File: config.mk
export PLATFORM = sky130hd
export DESIGN_NAME = kbd_irq_port
export DESIGN_NICKNAME = d
export VERILOG_FILES = /design/src/rtl/kbd_pkg.sv /design/src/rtl/kbd_ack_sync.sv /design/src/rtl/kbd_ack_track.sv /design/src/rtl/kbd_code_reg.sv /design/src/rtl/kbd_irq_port.sv
export SDC_FILE = /design/constraint.sdc
export NUM_CORES = 1
export LEC_CHECK = 0
export BUFFER_PORTS_ARGS = -buffer_cell sky130_fd_sc_hd__buf_4
export CORE_AREA = 5 5 42 44
export DETAILED_ROUTE_END_ITERATION = 16
export DIE_AREA = 0 0 47 49
export PLACE_DENSITY = 0.65
export SYNTH_ARGS = -nofsm -noshare
export SYNTH_HDL_FRONTEND = slang
export SYNTH_HIERARCHICAL = 1
export SYNTH_SLANG_ARGS = --single-unit
File: constraint.sdc
create_clock -name clk -period 4.1 [get_ports clk]
set_clock_uncertainty 0.15 [all_clocks]
set_input_delay 1.23 -clock clk [delete_from_list [all_inputs] [get_ports clk]]
set_output_delay 1.23 -clock clk [all_outputs]
set_load 0.01 [all_outputs]
File: src/rtl/kbd_pkg.sv
package kbd_pkg;
   typedef enum logic {
      MODE_POLL = 1'b0,
      MODE_IRQ  = 1'b1
   } port_mode_e;

   function automatic logic is_pending(input logic [63:0] v);
      return v != 64'd0;
   endfunction
endpackage

File: src/rtl/kbd_ack_sync.sv
module kbd_ack_sync #(
   parameter int STAGES = 2
) (
   input  logic clk,
   input  logic rst_n,
   input  logic ack_n_async,
   output logic ack_n_sync
);
   initial begin
      if (STAGES < 0 || STAGES > 4) $error("kbd_ack_sync: STAGES must be 0..4");
   end

   generate
      if (STAGES == 0) begin : g_bypass
         assign ack_n_sync = ack_n_async;
      end else begin : g_chain
         logic [STAGES-1:0] sh_q;
         always_ff @(posedge clk or negedge rst_n) begin
            if (!rst_n) sh_q <= '1;
            else if (STAGES == 1) sh_q <= ack_n_async;
            else sh_q <= {sh_q[STAGES-2:0], ack_n_async};
         end
         assign ack_n_sync = sh_q[STAGES-1];
      end
   endgenerate
endmodule

File: src/rtl/kbd_ack_track.sv
module kbd_ack_track (
   input  logic clk,
   input  logic rst_n,
   input  logic irq_mode,
   input  logic pending,
   input  logic ack_n_sync,
   output logic release_p
);
   import kbd_pkg::*;

   logic in_svc_q;
   logic ack_act;

   assign ack_act   = !ack_n_sync;
   assign release_p = (irq_mode == MODE_IRQ) && in_svc_q && !ack_act;

   always_ff @(posedge clk or negedge rst_n) begin
      if (!rst_n)                        in_svc_q <= 1'b0;
      else if (irq_mode != MODE_IRQ)     in_svc_q <= 1'b0;
      else if (in_svc_q && !ack_act)     in_svc_q <= 1'b0;
      else if (ack_act && pending)       in_svc_q <= 1'b1;
   end

   // a release only ever follows an acknowledged pending code
   AST_RELEASE_AFTER_SVC: assert property (@(posedge clk) disable iff (!rst_n)
      release_p |-> ($past(ack_act) && in_svc_q)) else $error("release without service");
   AST_NO_SVC_IDLE: assert property (@(posedge clk) disable iff (!rst_n)
      (!pending && !in_svc_q) |=> !release_p) else $error("spurious release");
endmodule

File: src/rtl/kbd_code_reg.sv
module kbd_code_reg #(
   parameter int CODE_W = 8
) (
   input  logic              clk,
   input  logic              rst_n,
   input  logic              key_stb,
   input  logic [CODE_W-1:0] key_code,
   input  logic              clr_rd,
   input  logic              clr_ack,
   output logic [CODE_W-1:0] code_q
);
   logic clr_any;
   assign clr_any = clr_rd || clr_ack;

   always_ff @(posedge clk or negedge rst_n) begin
      if (!rst_n)        code_q <= '0;
      else if (key_stb)  code_q <= key_code;
      else if (clr_any)  code_q <= '0;
   end

   AST_KEY_WINS: assert property (@(posedge clk) disable iff (!rst_n)
      key_stb |=> code_q == $past(key_code)) else $error("key not stored");
   AST_READ_CLEARS: assert property (@(posedge clk) disable iff (!rst_n)
      (clr_rd && !key_stb) |=> code_q == '0) else $error("read did not clear");
   AST_HOLD: assert property (@(posedge clk) disable iff (!rst_n)
      (!key_stb && !clr_any) |=> $stable(code_q)) else $error("code changed");
endmodule

File: src/rtl/kbd_irq_port.sv
module kbd_irq_port #(
   parameter int CODE_W      = 8,
   parameter int SYNC_STAGES = 2
) (
   input  logic              clk,
   input  logic              rst_n,
   input  logic              key_stb,
   input  logic [CODE_W-1:0] key_code,
   input  logic              rd_stb,
   input  logic              irq_mode,
   input  logic              ack_n,
   output logic [CODE_W-1:0] rd_data,
   output logic              irq_oe,
   output logic              irq_val
);
   import kbd_pkg::*;

   initial begin
      if (CODE_W < 1 || CODE_W > 64) $error("kbd_irq_port: CODE_W must be 1..64");
   end

   logic [CODE_W-1:0] code_q;
   logic              pending;
   logic              ack_n_sync;
   logic              release_p;
   logic              clr_rd;

   assign pending = is_pending(64'(code_q));
   assign clr_rd  = (irq_mode == MODE_POLL) && rd_stb;

   kbd_ack_sync #(.STAGES(SYNC_STAGES)) u_sync (
      .clk(clk), .rst_n(rst_n), .ack_n_async(ack_n), .ack_n_sync(ack_n_sync));

   kbd_ack_track u_track (
      .clk(clk), .rst_n(rst_n), .irq_mode(irq_mode), .pending(pending),
      .ack_n_sync(ack_n_sync), .release_p(release_p));

   kbd_code_reg #(.CODE_W(CODE_W)) u_reg (
      .clk(clk), .rst_n(rst_n), .key_stb(key_stb), .key_code(key_code),
      .clr_rd(clr_rd), .clr_ack(release_p), .code_q(code_q));

   assign rd_data = code_q;
   assign irq_oe  = (irq_mode == MODE_IRQ) && pending;
   assign irq_val = !irq_oe;

   AST_LOW_WHEN_DRIVEN: assert property (@(posedge clk) disable iff (!rst_n)
      irq_oe |-> !irq_val) else $error("request driven high");
   AST_POLL_QUIET: assert property (@(posedge clk) disable iff (!rst_n)
      (irq_mode == MODE_POLL) |-> !irq_oe) else $error("request in polled mode");
   AST_DROP_WITH_EMPTY: assert property (@(posedge clk) disable iff (!rst_n)
      ($fell(irq_oe) && $past(irq_mode) && irq_mode) |-> rd_data == '0) else $error("request dropped early");
   AST_IRQ_READ_KEEPS: assert property (@(posedge clk) disable iff (!rst_n)
      (irq_mode && rd_stb && !key_stb && !release_p) |=> $stable(rd_data)) else $error("read cleared in irq mode");
endmodule

==> impl_metrics.ini <==
[clock_network]
clock_latency_ns = 0.26
cts_buffer_depth = 2
ctsHoldBuffers = 0
ctsRootBufferMaster = clkbuf_4
post_cts_buffers = 0
clk_pin_slew_ns = 0.06
cts_tree = yes
cts_resized = 0
htree_levels = 1
cts-buffers-inserted = 3
clock_sinks = 11

[critical_path]
r2r_end = u_track/in_svc_q
worstSetupEndpointType = output pin
reg2reg_slack_ns = 2.64
crit_slowest_cell = a21boi_0
critPathArrivalTime_ns = 1.67
cp_num_buf_inv = 2
critical_path.cell_chain = buf_4, a21boi_0, buf_4
endpoint = irq_oe
cp_max_fo = 5
crit_path_start_kind = primary input
r2r-start = u_reg/code_q[1]
crit_cells = 3
startpoint = irq_mode
path_class = primary input to output pin
cp_top_family = buffers and inverters
rr_worst_depth = 4
cp_slowest_stage_delay_ns = 0.19
worstPathRequired_ns = 2.72
worst_path_most_repeated_cell = buf_4

[die]
die_y_um = 49
start_util = 0.3402
core_mm2 = 0.001401
rows = 14
die_x_um = 47
io_pins = 24
die_area_mm2 = 0.002303

[cells_and_area]
num_antenna_cells = 0
fin_nets = 79
fin_cells = 80
drive_gt1_frac = 0.4688
final_common_cell = buf_4
layout_common_cells = 23 x buf_4, 9 x dfrtp_1, 8 x a22o_1
syn_to_final_growth_pct = 44.36

[sta]
fin_crit_sh = 0.7440
fin_crit_ns = 3.050
max_slew_margin = 0.6150
final_hold_viol_count = 0
timing.fmax_mhz = 327.8
max_slew.worst_pin.slew_ns = 0.5753
rsz0062_at_grt = no
final_max_slew_viol_count = 0
setup_tns_ns = 0
setup_viol = 0

[route]
vias = 394
post-route-drc-count = 0
finalWirelength_mm = 1.068
post_drt_wl_per_cell_um = 13.35
dr.first_iter.drc_count = 5
final_antenna_net_count = 0
drtPass1Iterations = 2
viasPerCell = 4.925

[placement]
dpl.cell_count = 76
portBuffers = 23
place_congestion = 0.6778
dp_hpwl_um = 799.3

[power]
seq_power_share = 0.510
pwr-share-comb = 0.196
clkPwrFrac = 0.294
p_int_w = 0.0001832
total_leakage_power_nw = 0.3474
p_sw_frac = 0.2461
vdd_drop_max_uv = 200.5
power.switching_w = 0.00005978
powerDensity_mw_per_mm2 = 353.0

[grt]
grt_max_degree = 17
grt_overflow = 0
grt_pass1_wl_mm = 1.669
grt_pass1_vias = 396
grt_antenna_before_repair = 0
grt_use_total = 0.1048

[synth]
synth_area_per_cell_um2 = 12.54
netlist_area_um2 = 476.7
yosys_warnings = 6
ys_seq_elements = 11
synth-seq-area-share = 0.5827
yosysUniqueCellTypes = 13
synthCells = 38
synth_nets = 52

[min_path]
hold_depth = 0
min_from = u_sync/g_chain.sh_q[0]
hp-class = flop to flop

[run_status]
status = completed

[run]
maxCapViolations = 0
==> worst register-to-register path, cell delays in order, from the launching register on <==
cell     delay (ns)
dfrtp_1        0.41
nor4_1         0.49
nand2_1        0.10
nor2_1         0.14
nor3b_2        0.06
==> per-stage QoR <==
stage                 util  instance area, µm²  setup slack, ns  hold WS (ns)  total power (W)
finish              0.4911               688.2            1.050        0.2051        0.0002429
floorplan                -               476.7            1.190        0.1952        0.0001454
detailed placement  0.4723               661.9            1.044        0.1969        0.0001737
CTS                 0.4911               688.2            1.043        0.2060        0.0002458
global route        0.4911               688.2           0.9862        0.2101        0.0002566
global placement    0.4723               661.9            1.074        0.1964        0.0001730
==> power groups by stage <==
stage	sequential, W	clock (W)	combinational, W
6_report	0.000124	0.0000714	0.0000476
5_1_grt	0.000125	0.0000794	0.0000524
4_1_cts	0.000124	0.0000738	0.0000482
3_5_place_dp	0.000126	0	0.0000481
3_3_place_gp	0.000126	0	0.0000474
2_1_floorplan	0.000128	0	0.0000179
==> logic make-up after synthesis <==
logic type | count (synthesis) | synth area share
buffers and inverters | 1 | 0.01575
flip-flops | 11 | 0.5827
AND/OR/NAND/NOR | 16 | 0.2178
AO/OA/AOI/OAI | 10 | 0.1837
==> flip-flops by register name, indices dropped and copies added (netlist names) <==
signal               flops
u_reg/code_q             8
u_sync/g_chain.sh_q      2
u_track/in_svc_q         1
==> Yosys cell counts <==
| library cell | number | area (µm²) |
|---|---|---|
| nor3b_2 | 1 | 12.51 |
| a22o_1 | 8 | 70.07 |
| buf_4 | 1 | 7.510 |
| nor2_1 | 2 | 7.510 |
| and2b_1 | 3 | 22.52 |
| and3_2 | 1 | 7.510 |
| a21boi_0 | 1 | 7.510 |
| dfrtp_1 | 9 | 225.2 |
| a21bo_1 | 1 | 10.01 |
| nor4_1 | 2 | 12.51 |
| dfstp_2 | 2 | 52.55 |
| nand2_1 | 1 | 3.750 |
| nor2b_1 | 6 | 37.54 |
==> per-layer routing <==
layer	routed length (µm)	vias up	GRT usage
met5	0	-	0
met4	14	0	0.08295
met3	69	2	0.03690
met2	451	17	0.1267
li1	-	189	-
met1	533	186	0.1438
==> cell type report <==
cell class | instances | area, µm²
Sequential cell | 11 | 277.8
Clock buffer | 4 | 26.28
Multi-Input combinational cell | 26 | 191.4
Timing Repair Buffer | 23 | 172.7
Tap cell | 16 | 20.02
Fill cell | 139 | 713.2
==> worst min path at each step <==
stage | to | slack, ns
floorplan | u_sync/g_chain.sh_q[1] | 0.20
global placement | u_sync/g_chain.sh_q[1] | 0.20
detailed placement | u_sync/g_chain.sh_q[1] | 0.20
CTS | u_sync/g_chain.sh_q[1] | 0.21
global route | u_sync/g_chain.sh_q[1] | 0.21
finish | u_sync/g_chain.sh_q[1] | 0.21
(Power assumes the default switching activity.)
